[config.mk]
export PLATFORM = sky130hd
export DESIGN_NAME = spi_shift_master
export DESIGN_NICKNAME = d
export VERILOG_FILES = /design/src/rtl/spi_shift_master.sv
export SDC_FILE = /design/constraint.sdc
export NUM_CORES = 1
export LEC_CHECK = 0
export BUFFER_PORTS_ARGS = -buffer_cell sky130_fd_sc_hd__buf_4
export CAP_MARGIN = 20
export CORE_ASPECT_RATIO = 0.6
export CORE_MARGIN = 2
export CORE_UTILIZATION = 60
export CTS_CLUSTER_SIZE = 20
export DETAILED_ROUTE_END_ITERATION = 7
export MAX_ROUTING_LAYER = met4
export PLACE_DENSITY = 0.87
export SLEW_MARGIN = 30
export SYNTH_ARGS = -nofsm -noshare
export SYNTH_HDL_FRONTEND = slang
export SYNTH_SLANG_ARGS = --single-unit
[constraint.sdc]
create_clock -name clk -period 5.4 [get_ports clk]
set_input_delay 0 -clock clk [delete_from_list [all_inputs] [get_ports clk]]
set_output_delay 0 -clock clk [all_outputs]
set_load 0.02 [all_outputs]
[src/rtl/spi_shift_master.sv]
module spi_shift_master #(
  parameter int WORD_W = 32,
  parameter int DIV_W  = 3
) (
  input  logic              clk,
  input  logic              rst_n,
  input  logic              cfg_we,
  input  logic              cfg_en,
  input  logic              cfg_cpol,
  input  logic              cfg_cpha,
  input  logic [DIV_W-1:0]  cfg_div,
  input  logic              cfg_cs_force,
  input  logic              cfg_cs_level,
  input  logic              cfg_man_en,
  input  logic              cfg_man_start,
  input  logic              tx_valid,
  input  logic [WORD_W-1:0] tx_data,
  output logic              tx_pop,
  output logic              rx_push,
  output logic [WORD_W-1:0] rx_data,
  input  logic              miso,
  output logic              sclk,
  output logic              mosi,
  output logic              cs_n,
  output logic              busy
);
  localparam int CNT_W  = (1 << DIV_W) - 1;
  localparam int EDGE_W = $clog2(2 * WORD_W);

  logic             en_q, cpol_q, cpha_q, frc_q, lvl_q, man_q, start_pend;
  logic [DIV_W-1:0] div_q;
  logic             busy_q, sclk_q, mosi_q, push_q;
  logic [WORD_W-1:0] out_sr, in_sr;
  logic [CNT_W-1:0]  div_cnt, half_m1;
  logic [EDGE_W-1:0] edge_cnt;
  logic tick, last, lead, sample_now;

  assign half_m1    = (CNT_W'(1) << div_q) - CNT_W'(1);
  assign tick       = busy_q && (div_cnt == half_m1);
  assign last       = tick && (edge_cnt == EDGE_W'(2 * WORD_W - 1));
  assign lead       = ~edge_cnt[0];
  assign sample_now = lead ^ cpha_q;
  assign tx_pop     = !busy_q && en_q && tx_valid && (!man_q || start_pend);

  assign busy    = busy_q;
  assign sclk    = sclk_q;
  assign mosi    = mosi_q;
  assign rx_push = push_q;
  assign rx_data = in_sr;
  assign cs_n    = frc_q ? lvl_q : !busy_q;

  always_ff @(posedge clk or negedge rst_n) begin
    if (!rst_n) begin
      en_q <= 1'b0; cpol_q <= 1'b0; cpha_q <= 1'b0; div_q <= '0;
      frc_q <= 1'b0; lvl_q <= 1'b1; man_q <= 1'b0; start_pend <= 1'b0;
    end else begin
      if (cfg_we) begin
        en_q <= cfg_en; cpol_q <= cfg_cpol; cpha_q <= cfg_cpha; div_q <= cfg_div;
        frc_q <= cfg_cs_force; lvl_q <= cfg_cs_level; man_q <= cfg_man_en;
      end
      if (cfg_we && cfg_man_start) start_pend <= 1'b1;
      else if (tx_pop)             start_pend <= 1'b0;
    end
  end

  always_ff @(posedge clk or negedge rst_n) begin
    if (!rst_n) begin
      busy_q <= 1'b0; sclk_q <= 1'b0; mosi_q <= 1'b0; push_q <= 1'b0;
      out_sr <= '0; in_sr <= '0; div_cnt <= '0; edge_cnt <= '0;
    end else begin
      push_q <= last && en_q;
      if (!en_q) begin
        busy_q <= 1'b0;
        sclk_q <= cpol_q;
      end else if (tx_pop) begin
        busy_q   <= 1'b1;
        sclk_q   <= cpol_q;
        div_cnt  <= '0;
        edge_cnt <= '0;
        out_sr   <= cpha_q ? tx_data : (tx_data << 1);
        if (!cpha_q) mosi_q <= tx_data[WORD_W-1];
      end else if (busy_q) begin
        div_cnt <= tick ? '0 : div_cnt + CNT_W'(1);
        if (tick) begin
          sclk_q   <= ~sclk_q;
          edge_cnt <= edge_cnt + EDGE_W'(1);
          if (sample_now) in_sr <= {in_sr[WORD_W-2:0], miso};
          else begin
            mosi_q <= out_sr[WORD_W-1];
            out_sr <= out_sr << 1;
          end
          if (last) busy_q <= 1'b0;
        end
      end else begin
        sclk_q <= cpol_q;
      end
    end
  end


  abort_idle_chk: assert property (@(posedge clk) disable iff (!rst_n)
    !en_q |=> !busy_q);

  push_after_shift_chk: assert property (@(posedge clk) disable iff (!rst_n)
    push_q |-> ($past(busy_q) && !busy_q));

  pop_starts_chk: assert property (@(posedge clk) disable iff (!rst_n)
    tx_pop |=> busy_q);

  manual_gate_chk: assert property (@(posedge clk) disable iff (!rst_n)
    (tx_pop && man_q) |=> !start_pend || $past(cfg_we && cfg_man_start));

  idle_level_chk: assert property (@(posedge clk) disable iff (!rst_n)
    !$past(busy_q) |-> (sclk_q == $past(cpol_q)));
endmodule

Yosys cells after proc, flatten, opt, wreduce, memory -nomap -nowiden
Index checks and enable logic that the tools add are counted.
{"block": "classes", "bitwise_logic": 4, "muxes": 28, "n_reduce_logical": 18, "n_eq_ne": 5, "shifts": 1, "addsub": 3}
{"cell": "two-way mux 32 bit", "n": 5}
{"cell": "two-way mux 7 bit", "n": 3}
{"cell": "two-way mux 6 bit", "n": 3}
{"cell": "two-way mux 1 bit", "n": 17}
{"cell": "AND reduction 5 bit", "n": 2}
{"cell": "adder 7 x 1 -> 7 bit, second input constant", "n": 1}
{"cell": "equality test 7 bit", "n": 1}
{"cell": "logical AND 1 bit", "n": 7}
{"cell": "<< shifter 1 x 3 -> 7 bit, first input constant", "n": 1}
{"cell": "subtractor 7 x 2 -> 7 bit, second input constant", "n": 1}
{"cell": "adder 6 x 1 -> 6 bit, second input constant", "n": 1}
{"cell": "equality test 6 bit, second input constant", "n": 1}
{"cell": "nonzero test 2 bit", "n": 3}
{"cell": "inequality test 2 bit, second input constant", "n": 2}
{"cell": "inequality test 4 x 3 -> 1 bit, second input constant", "n": 1}
{"cell": "AND reduction 4 bit", "n": 1}
{"cell": "inverter 1 bit", "n": 3}
{"cell": "AND reduction 3 bit", "n": 1}
{"cell": "logical NOT 1 bit", "n": 2}
{"cell": "AND reduction 2 bit", "n": 1}
{"cell": "logical OR 1 bit", "n": 1}
{"cell": "bitwise XOR 1 bit", "n": 1}
{"block": "totals", "register_bits": 91, "elab_cells": 75, "output_inout_bits": 38}

Depth between registers and ports, before layout
Gate-level depths: netlist of the first run.
{"block": "logic_depth", "ltp_word": 10, "mapped_depth": 8}

Least setup slack after synthesis of the first run
No wires, ideal clock.
{"block": "synth_path", "path_kind": "reg-to-reg", "from": "reg div_cnt[4]", "to": "reg out_sr[1]", "path_stages_with_launch": 9, "period_less_slack_ps": 2476, "slack_ps": 2924, "t_arrival_ps": 2339, "path_cell_list": "dfrtp_1 buf_6 or4_4 nor3_2 a31oi_2 a2111oi_4 buf_6 mux2i_1 a21oi_1"}
{"block": "synth_via", "elab_chain_len": 4}
{"item": "start: declaration", "line": "34", "text": "logic [CNT_W-1:0] div_cnt, half_m1;"}
{"item": "start signal: assignment", "line": "83", "text": "div_cnt <= tick ? '0 : div_cnt + CNT_W'(1);"}
{"item": "equality test 7 bit", "line": "39", "text": "assign tick = busy_q && (div_cnt == half_m1);"}
{"item": "logical AND 1 bit", "line": "39"}
{"item": "nonzero test 2 bit (no source line)"}
{"item": "AND reduction 4 bit (no source line)"}
{"item": "end signal: assignment", "line": "80", "text": "out_sr <= cpha_q ? tx_data : (tx_data << 1);"}
{"item": "end signal: assignment", "line": "90", "text": "out_sr <= out_sr << 1;"}
{"item": "end: declaration", "line": "33", "text": "logic [WORD_W-1:0] out_sr, in_sr;"}
Every way passes these cells.
A chain may end at the register's enable or synchronous reset.

Final worst setup path of the first run
{"block": "layout_path", "from": "reg div_q[1]", "to": "reg out_sr[12]"}
{"block": "layout_via", "elab_chain_len": 6}
{"item": "start: declaration", "line": "31", "text": "logic [DIV_W-1:0] div_q;"}
{"item": "start signal: assignment", "line": "58", "text": "en_q <= cfg_en; cpol_q <= cfg_cpol; cpha_q <= cfg_cpha; div_q <= cfg_div;"}
{"item": "<< shifter 1 x 3 -> 7 bit", "line": "38", "text": "assign half_m1 = (CNT_W'(1) << div_q) - CNT_W'(1);"}
{"item": "subtractor 7 x 2 -> 7 bit", "line": "38"}
{"item": "equality test 7 bit", "line": "39"}
{"item": "logical AND 1 bit", "line": "39"}
{"item": "nonzero test 2 bit (no source line)"}
{"item": "AND reduction 4 bit (no source line)"}
Every way passes these cells.

==> impl_metrics.py, run 1 <==
metrics = {
    "timing": {
        "worst_pin_slew_ns": 0.7784,
        "slew_violations": 0,
        "rsz0062_at_grt": "no",
        "relSlewSlack_pct": 47.28,
        "whs_ns": 0.01017,
        "fin_crit_ns": 2.821,
        "tns_ns": 0,
        "hold_viol": 0,
        "layout_setup_ws_ns": 2.579,
        "setup_viol": 0,
        "finClkSkew_ns": 0.008743,
        "fmax_mhz": 354.4,
        "finalCritPeriodShare_pct": 52.25,
    },
    "global_route": {
        "grt_pass1_vias": 3486,
        "grt_first_pass_wirelength_um": 17020,
        "antenna_found_initial": 0,
        "grt_max_degree": 92,
        "grt.total_usage_pct": 27.86,
        "overflow": 0,
    },
    "placement": {
        "hpwl_um": 6052,
        "dp_slack_ns": 2.680,
        "dp_cells": 548,
        "gp_congestion": 0.8417,
        "port_buffers": 84,
    },
    "logic_synthesis": {
        "synth_fp_nets": 434,
        "ys.flop_type": "dfrtp_1",
        "ys_ff_latch": 91,
        "yosysUniqueCellTypes": 48,
        "ys_async_sr_fraction_pct": 100.0,
        "synth_area_um2": 4454,
        "synth_edf_count": 0,
        "syn_inst": 385,
        "synth-seq-area-share_pct": 51.15,
        "ys_warn_count": 0,
        "syn_avg_cell_area_um2": 11.57,
    },
    "worst_setup_path": {
        "crit_path_start": "div_q[1]",
        "required_ns": 5.58,
        "reg2reg_from": "div_q[1]",
        "ff2ff_path_depth": 7,
        "cp-start-kind": "flip-flop",
        "critPathSlowestCell": "buf_4",
        "path_cells": "or3_1 > a21boi_0 > o21ai_1 > a2111oi_4 > buf_4 > mux2i_1 > a21oi_1",
        "criticalPathCategory": "flip-flop to flip-flop",
        "cp-end-kind": "flip-flop",
        "crit_fanout": 34,
        "max_stage_delay_ns": 0.52,
        "arrival_ns": 3.00,
    },
    "cells_and_area": {
        "num_antenna_cells": 0,
        "drive_gt1_share_pct": 30.68,
        "final_common_cell": "dfrtp_1",
        "fillers": 424,
        "fin_cells": 606,
        "layout_common_cells": "89 x dfrtp_1, 86 x buf_4, 42 x dlygate4sd3_1, 41 x mux2_2, 35 x a21oi_1",
        "syn_to_final_growth_pct": 30.03,
        "nets": 546,
    },
    "clock_tree": {
        "htreeDepth": 3,
        "cts_made_buffers": 9,
        "insertion_delay_ns": 0.34,
        "cts.path.max_buffers": 2,
        "cts.clk_slew.worst_paths_ns": 0.06,
        "clockRootBuffer": "clkbuf_16",
        "cts.sinks": 91,
        "cts_setup_buffers": 0,
        "cts_tree": "built",
    },
    "drt": {
        "ant_nets": 0,
        "dr.pass1.iters": 4,
        "vias_per_cell": 5.728,
        "drtIter0Drc": 325,
        "totalWireLength_um": 10400,
        "drc": 0,
        "routedWlPerCell_um": 17.17,
        "vias": 3471,
    },
    "die": {
        "io_pins": 85,
        "die_area_um2": 8152,
        "die_w_um": 115.2,
        "placementRows": 24,
        "core_area_um2": 7237,
        "initial_core_util_pct": 61.55,
        "fp.dieH_um": 70.74,
    },
    "min_path": {
        "hold_class": "input port to flip-flop",
        "min-delay-start": "tx_data[30]",
        "hold_depth": 3,
    },
    "power_and_ir_drop": {
        "p_switching_mw": 0.5384,
        "p_seq_share_pct": 49.7,
        "powerDensity_nw_per_um2": 313.0,
        "leakagePower_nw": 2.531,
        "switching_share_pct": 29.70,
        "intPower_mw": 1.275,
        "power_mw": 1.813,
        "vdd_ir_drop_max_mv": 0.2231,
        "p_clk_share_pct": 31.6,
        "combinationalPowerShare_pct": 18.7,
    },
    "run_status": {
        "outcome": "completed",
    },
    "flow_run": {
        "drv_cap": 0,
    },
}
==> area by class of cell <==
| type | instances | area [um2] | share of cell area (%) |
|---|---|---|---|
| Sequential cell | 91 | 2282 | 39.40 |
| Clock inverter | 7 | 45.04 | 0.7777 |
| Multi-Input combinational cell | 263 | 2021 | 34.89 |
| Tap cell | 104 | 130.1 | 2.247 |
| Clock buffer | 9 | 225.2 | 3.889 |
| Timing Repair Buffer | 129 | 1077 | 18.60 |
| Inverter | 3 | 11.26 | 0.1944 |
==> cell usage after synthesis, types with 6 or more instances <==
master | instances | area, um2
a211oi_1 | 32 | 240.2
a21oi_1 | 35 | 175.2
clkbuf_1 | 17 | 63.81
dfrtp_1 | 90 | 2252
mux2_2 | 41 | 461.7
mux2i_1 | 31 | 310.3
nand2_1 | 13 | 48.80
nand3_1 | 6 | 30.03
nor2_1 | 11 | 41.29
nor2b_1 | 32 | 200.2
xor2_1 | 7 | 61.31
==> sequential cells by signal (all words and copies together), names as in the netlist, 3 cells and up <==
register	flops
div_cnt	7
div_q	3
edge_cnt	6
out_sr	32
rx_data	32
==> critical path: cells and delay by family, from the launching register on <==
family	cells	cell delay, ns
buffers and inverters	1	0.52
AO/OA/AOI/OAI	4	0.93
flip-flops	1	0.49
AND/OR/NAND/NOR	1	0.40
multiplexers	1	0.30
==> metrics by stage <==
| step | cell area [um2] | utilization, % |
|---|---|---|
| final | 5792 | 80.03 |
| after global routing | 5792 | 80.03 |
| after CTS | 5789 | 80.00 |
| after detailed placement | 5099 | 70.45 |
| after global placement | 5095 | 70.40 |
| after floorplan | 4454 | - |
==> final timing paths <==
| kind | slack, ns | endpoint |
|---|---|---|
| max | 2.58 | out_sr[12] |
| min | 0.01 | out_sr[30] |
| max reg2reg | 2.58 | out_sr[12] |
| min reg2reg | 0.49 | start_pend |
| max in group asynchronous | 4.51 | cpha_q |
| min in group asynchronous | 0.31 | div_cnt[4] |
==> layer usage <==
| metal | up-vias | track usage, % | part of all wire (%) |
|---|---|---|---|
| met5 | - | - | 0 |
| met4 | 0 | 7.764 | 1.4 |
| met3 | 16 | 8.226 | 6.5 |
| met2 | 136 | 42.29 | 47 |
| met1 | 1675 | 36.98 | 45 |
| li1 | 1644 | - | - |
==> power by group through the flow <==
| stage | combinational (mW) | clock (mW) | sequential, mW |
|---|---|---|---|
| 6_report | 0.339 | 0.572 | 0.901 |
| 5_1_grt | 0.374 | 0.608 | 0.916 |
| 3_3_place_gp | 0.285 | 0 | 0.898 |
| 3_5_place_dp | 0.302 | 0 | 0.905 |
| 4_1_cts | 0.330 | 0.581 | 0.895 |
| 2_1_floorplan | 0.233 | 0 | 0.864 |
==> repair_timing <==
action                                 4_1_cts  5_1_grt
hold buffers                                42        0
gates resized for setup                      0        0
endpoints found under the hold margin      132        0
==> cells by family (layout without fill, tap and decap cells) <==
logic type | Yosys count | count (layout) | share of synthesized area [%]
adders and majority gates | 2 | 2 | 0.5617
DFF | 91 | 91 | 51.15
AOI/OAI and AO/OA | 87 | 87 | 13.34
buffers and inverters | 31 | 148 | 3.595
muxes | 72 | 72 | 17.33
xor gates and xnor gates | 10 | 10 | 1.966
and+or+nand+nor | 92 | 92 | 12.05
No activity file was read; power rests on OpenSTA's default activity.
==> run 2, diff against run 1 <==
--- a/config.mk
+++ b/config.mk
@@ -9,11 +9,11 @@
 export CAP_MARGIN = 20
 export CORE_ASPECT_RATIO = 0.6
 export CORE_MARGIN = 2
-export CORE_UTILIZATION = 60
+export CORE_UTILIZATION = 55
 export CTS_CLUSTER_SIZE = 20
 export DETAILED_ROUTE_END_ITERATION = 7
 export MAX_ROUTING_LAYER = met4
-export PLACE_DENSITY = 0.87
+export PLACE_DENSITY = 0.8
 export SLEW_MARGIN = 30
 export SYNTH_ARGS = -nofsm -noshare
 export SYNTH_HDL_FRONTEND = slang
==> constraint.sdc (replaced) <==
create_clock -name clk -period 2.7 [get_ports clk]
set_input_delay 0 -clock clk [delete_from_list [all_inputs] [get_ports clk]]
set_output_delay 0 -clock clk [all_outputs]
set_load 0.02 [all_outputs]
==> run 2 against run 1 <==
Effect of this change: final area grew 3.1%; clock-buffer cell count is 2 higher; highest routed layer unchanged; combinational power is 120% higher.
==> impl_metrics.py, run 2 (synthesis results as in run 1) <==
metrics = {
    "clock_tree": {
        "cts_made_buffers": 9,
        "cts.path.max_buffers": 2,
        "htreeDepth": 3,
        "insertion_delay_ns": 0.33,
        "cts.sinks": 91,
        "cts.clk_slew.worst_paths_ns": 0.06,
        "clockRootBuffer": "clkbuf_16",
        "cts_tree": "built",
        "cts_setup_buffers": 0,
    },
    "min_path": {
        "min-delay-start": "tx_data[18]",
        "hold_class": "input port to flip-flop",
        "whs_endpoint": "out_sr[18]",
        "hold_depth": 3,
    },
    "worst_setup_path": {
        "required_ns": 2.90,
        "crit_fanout": 17,
        "worst-path-buf-inv": 1,
        "critPathSlowestCell": "or4_4",
        "reg2reg_from": "div_cnt[4]",
        "arrival_ns": 2.76,
        "cp-start-kind": "flip-flop",
        "critPathTopFamily": "simple AND/OR/NAND/NOR gates",
        "max_stage_delay_ns": 0.56,
        "cp-end-kind": "flip-flop",
        "path_cells": "or4_4 > nor3_2 > a31oi_2 > a2111oi_4 > clkbuf_16 > mux2i_1 > a21oi_1",
        "ff2ff_path_depth": 7,
        "worstReg2RegEnd": "out_sr[8]",
        "criticalPathCategory": "flip-flop to flip-flop",
        "r2r_slack_ns": 0.14,
    },
    "flow_run": {
        "drv_cap": 0,
    },
    "placement": {
        "port_buffers": 84,
        "gp_congestion": 0.9173,
        "hpwl_um": 6343,
    },
    "cells_and_area": {
        "num_antenna_cells": 0,
        "multi_input_area_um2": 2021,
        "nets": 554,
        "final_common_cell": "buf_4",
        "finish.utilization_pct": 76.06,
        "drive_gt1_share_pct": 31.57,
        "fillers": 503,
        "seqCellArea_um2": 2281,
        "layout_common_cells": "89 x buf_4, 88 x dfrtp_1, 43 x dlygate4sd3_1, 41 x mux2_2, 35 x a21oi_1",
        "syn_to_final_growth_pct": 34.07,
    },
    "die": {
        "initial_core_util_pct": 56.73,
        "placementRows": 25,
        "io_pins": 85,
        "die_w_um": 120.2,
        "core_area_um2": 7851,
        "fp.dieH_um": 73.71,
        "die_area_um2": 8858,
    },
    "timing": {
        "fin_crit_ns": 2.560,
        "rsz0062_at_grt": "no",
        "relSlewSlack_pct": 53.05,
        "finClkSkew_ns": 0.009116,
        "finalCritPeriodShare_pct": 94.82,
        "setup_viol": 0,
        "hold_viol": 0,
        "slew_violations": 0,
        "tns_ns": 0,
        "worst_pin_slew_ns": 0.7043,
        "fmax_mhz": 390.6,
    },
    "global_route": {
        "grt_pass1_vias": 3454,
        "grt_first_pass_wirelength_um": 16990,
        "overflow": 0,
        "grt.total_usage_pct": 25.51,
        "antenna_found_initial": 0,
        "grt_max_degree": 70,
    },
    "run_status": {
        "outcome": "completed",
    },
    "drt": {
        "routedWlPerCell_um": 17.11,
        "vias": 3483,
        "totalWireLength_um": 10570,
        "dr.pass1.iters": 4,
        "vias_per_cell": 5.636,
        "ant_nets": 0,
        "drtIter0Drc": 229,
        "drc": 0,
    },
    "power_and_ir_drop": {
        "vdd_ir_drop_max_mv": 0.3529,
        "powerDensity_nw_per_um2": 646.6,
        "leakagePower_nw": 2.611,
    },
}
run 2: cell types whose count changed in the layout (fill, tap and decap cells not counted), moves of 2 or more:
cell,delta
dfrtp_2,+2
buf_4,+3
buf_12,+3
clkinv_2,-4
bufinv_16,+2
run 2: worst max-delay path by stage:
stage | startpoint | endpoint | slack, ns | cells after the start
3_5_place_dp | div_cnt[4] | out_sr[18] | 0.21 | 7
4_1_cts | div_cnt[4] | out_sr[18] | 0.16 | 7
6_report | div_cnt[4] | out_sr[8] | 0.14 | 7
2_1_floorplan | div_cnt[4] | out_sr[1] | 0.22 | 8
5_1_grt | div_cnt[4] | out_sr[8] | 0.01 | 7
3_3_place_gp | div_cnt[4] | rx_data[4] | 0.29 | 7
run 2: what timing repair did:
action	4_1_cts	5_1_grt
endpoints found under the hold margin	93	0
gates resized for setup	0	2
setup endpoints to repair	0	1
hold buffers	43	0
run 2: area by class of cell:
cell class                      count  share of cell area [%]
Timing Repair Buffer              137                   20.01
Multi-Input combinational cell    263                   33.84
Tap cell                          108                   2.263
Clock buffer                       11                   4.065
Clock inverter                      5                   1.446
Inverter                            3                  0.1886
Sequential cell                    91                   38.19
run 2: per-layer routing:
metal | track usage, % | up-vias | wire, um
li1 | - | 1652 | -
met3 | 7.143 | 22 | 757
met1 | 32.44 | 1680 | 4676
met5 | - | - | 0
met2 | 39.96 | 129 | 4901
met4 | 8.627 | 0 | 238
run 2: tightest hold or removal path, delay by kind of cell:
kind	cells	cell delay, ns
buffers and inverters	1	0.09
AO/OA/AOI/OAI	2	0.21
run 2: where the power goes:
part	leakage, nW	internal, mW	switching [mW]
logic	1.31	0.366	0.373
registers	1.14	1.59	0.181
clock network	0.160	0.841	0.514
total	2.61	2.79	1.07
run 2: metrics by stage:
step / hold WS, ns / cell area [um2] / setup WS (ns) / power (mW) / std cells
6_report: 0.02662 / 5972 / 0.1399 / 3.862 / 618
3_3_place_gp: 0.08515 / 5195 / 0.2888 / 2.403 / 558
3_5_place_dp: 0.09537 / 5195 / 0.2125 / 2.445 / 558
4_1_cts: 0.02367 / 5954 / 0.1633 / 3.864 / 617
5_1_grt: 0.04570 / 5972 / 0.01334 / 4.032 / 618
2_1_floorplan: -0.2956 / 4454 / 0.2237 / 2.193 / 385
==> run 3, diff against run 2 <==
--- a/config.mk
+++ b/config.mk
@@ -5,15 +5,16 @@
 export SDC_FILE = /design/constraint.sdc
 export NUM_CORES = 1
 export LEC_CHECK = 0
+export ABC_AREA = 1
 export BUFFER_PORTS_ARGS = -buffer_cell sky130_fd_sc_hd__buf_4
 export CAP_MARGIN = 20
 export CORE_ASPECT_RATIO = 0.6
 export CORE_MARGIN = 2
-export CORE_UTILIZATION = 55
+export CORE_UTILIZATION = 56
 export CTS_CLUSTER_SIZE = 20
 export DETAILED_ROUTE_END_ITERATION = 7
 export MAX_ROUTING_LAYER = met4
-export PLACE_DENSITY = 0.8
+export PLACE_DENSITY = 0.81
 export SLEW_MARGIN = 30
 export SYNTH_ARGS = -nofsm -noshare
 export SYNTH_HDL_FRONTEND = slang
==> run 3 against run 2 <==
Effect of this change: sequential power shrank 6%; fmax grew 22%; die area grew 4.4%; worst setup slack gained 0.46 ns; area after synthesis grew 6.5%; synthesized cell count grew 61%.
==> impl_metrics.py, run 3 <==
metrics = {
    "cells_and_area": {
        "multi_input_area_um2": 2122,
        "final_common_cell": "nand2_1",
        "layout_common_cells": "219 x nand2_1, 111 x nand3_1, 94 x buf_4, 90 x dfrtp_1, 45 x nor2_1",
        "drive_gt1_share_pct": 17.76,
        "finish.utilization_pct": 73.65,
        "fillers": 605,
        "nets": 759,
        "fin_area_um2": 5921,
        "syn_to_final_growth_pct": 24.76,
        "seqCellArea_um2": 2278,
        "num_antenna_cells": 0,
    },
    "drt": {
        "vias": 4590,
        "dr.pass1.iters": 5,
        "totalWireLength_um": 12540,
        "drtIter0Drc": 483,
        "routedWlPerCell_um": 15.23,
        "drc": 0,
        "ant_nets": 0,
        "vias_per_cell": 5.577,
    },
    "logic_synthesis": {
        "yosysUniqueCellTypes": 29,
        "ys_async_sr_fraction_pct": 100.0,
        "ys_ff_latch": 91,
        "synth_edf_count": 0,
        "synth_area_um2": 4746,
        "yosysTopAreaCell": "dfrtp_1",
        "netlist_top_cells_count": "219 x nand2_1, 111 x nand3_1, 90 x dfrtp_1",
        "ys.flop_type": "dfrtp_1",
        "synth_top_area_share_pct": 47.46,
        "syn_avg_cell_area_um2": 7.655,
        "synth-seq-area-share_pct": 48.01,
        "synth_fp_nets": 669,
        "synth_most_common_cell": "nand2_1",
        "syn_inst": 620,
        "ys_warn_count": 0,
        "ys_top_cells_by_area": "dfrtp_1 47%, nand2_1 17%, nand3_1 12%",
    },
    "global_route": {
        "met2_usage_pct": 46.96,
        "antenna_found_initial": 0,
        "grt_first_pass_wirelength_um": 20290,
        "grt_max_degree": 61,
        "grt.total_usage_pct": 29.26,
        "met3_usage_pct": 5.988,
        "grt.busiest_layer": "met2",
        "grt_pass1_vias": 4178,
        "met1_usage_pct": 38.31,
        "overflow": 0,
    },
    "timing": {
        "slew_violations": 0,
        "worst_pin_slew_ns": 0.7798,
        "tns_ns": 0,
        "layout_setup_ws_ns": 0.5967,
        "setup_viol": 0,
        "relSlewSlack_pct": 48.01,
        "finalCritPeriodShare_pct": 77.90,
        "hold_viol": 0,
        "rsz0062_at_grt": "no",
        "fin_crit_ns": 2.103,
        "fmax_mhz": 475.4,
        "finClkSkew_ns": 0.005563,
    },
    "worst_setup_path": {
        "crit_fanout": 36,
        "criticalPathCategory": "flip-flop to flip-flop",
        "cp-end-kind": "flip-flop",
        "crit_path_start": "div_q[2]",
        "reg2reg_from": "div_q[2]",
        "r2r_slack_ns": 0.60,
        "cp-start-kind": "flip-flop",
        "arrival_ns": 2.34,
        "required_ns": 2.93,
    },
    "clock_tree": {
        "clockRootBuffer": "clkbuf_16",
        "cts_tree": "built",
        "cts.sinks": 91,
        "cts.clk_slew.worst_paths_ns": 0.07,
        "htreeDepth": 3,
        "cts.path.max_buffers": 2,
        "cts_made_buffers": 9,
        "insertion_delay_ns": 0.34,
    },
    "run_status": {
        "outcome": "completed",
    },
    "min_path": {
        "hold_class": "input port to flip-flop",
        "min-delay-start": "cfg_we",
    },
    "power_and_ir_drop": {
        "leakagePower_nw": 3.120,
        "vdd_ir_drop_max_mv": 0.3271,
        "powerDensity_nw_per_um2": 639.5,
    },
    "placement": {
        "hpwl_um": 7643,
        "dp_slack_ns": 0.7176,
        "gp_congestion": 0.9824,
        "dpl-instance-area_um2": 5383,
        "port_buffers": 84,
    },
    "flow_run": {
        "drv_cap": 0,
    },
    "die": {
        "die_w_um": 122.8,
        "die_area_um2": 9251,
        "fp.dieH_um": 75.31,
        "core_area_um2": 8039,
        "placementRows": 25,
        "initial_core_util_pct": 59.04,
        "io_pins": 85,
    },
}
[run 3: path summary, 6_finish.rpt]
kind / end / cells after the start
worst max-delay path: edge_cnt[2] / 11
worst min-delay path: en_q / 3
worst max register to register: edge_cnt[2] / 11
worst min register to register: rx_data[31] / 2
max in group asynchronous: lvl_q / 3
min in group asynchronous: out_sr[24] / 2
[run 3: metrics by stage]
step / total power, mW / std cells / hold WS [ns]
finish: 3.786 / 823 / 0.01205
global route: 3.967 / 823 / 0.04701
CTS: 3.767 / 823 / 0.005403
detailed placement: 2.441 / 784 / 0.1210
global placement: 2.411 / 784 / 0.1151
floorplan: 2.186 / 620 / -0.2956
[run 3: what timing repair did]
action / 4_1_cts / 5_1_grt
hold buffers: 23 / 0
endpoints found under the hold margin: 70 / 0
resized for setup: 0 / 0
setup buffers: 0 / 0
[run 3: area by class of cell]
class / instances / share of cell area, %
Sequential cell: 91 / 38.48
Multi-Input combinational cell: 462 / 35.84
Timing Repair Buffer: 119 / 16.48
Clock buffer: 9 / 3.804
Tap cell: 108 / 2.282
Inverter: 27 / 1.712
Clock inverter: 7 / 1.395
[run 3: cells by family (layout without fill, tap and decap cells)]
family          Yosys count  in the layout  synth area share (%)
flops                    91             91                 48.01
buf+inv                  67            162                 7.277
compound gates           54             54                 6.617
mux                       1              1                0.2109
simple gates            396            396                 35.54
fa+ha+maj                 2              2                0.5272
xor+xnor                  9              9                 1.819
[run 3: per-layer routing]
| metal | share of wire, % | up-vias |
|---|---|---|
| li1 | - | 2208 |
| met1 | 45 | 2151 |
| met2 | 47 | 212 |
| met3 | 7.0 | 19 |
| met4 | 1.4 | 0 |
| met5 | 0 | - |
[run 3: critical path, stage by stage (launching register included)]
cell and delay [ns]:
dfrtp_1 0.46, nor2_2 0.22, nand2_1 0.13, nand2_1 0.09, nand2_1 0.06, nor2_2 0.12, nand4_1 0.16, nand2_1 0.29
buf_12 0.24, inv_1 0.09, nand2_1 0.08, nand2_1 0.05
[run 3: power breakdown]
part           switching [mW]  internal (mW)
logic                   0.501          0.324
registers               0.137           1.53
clock network           0.566          0.732
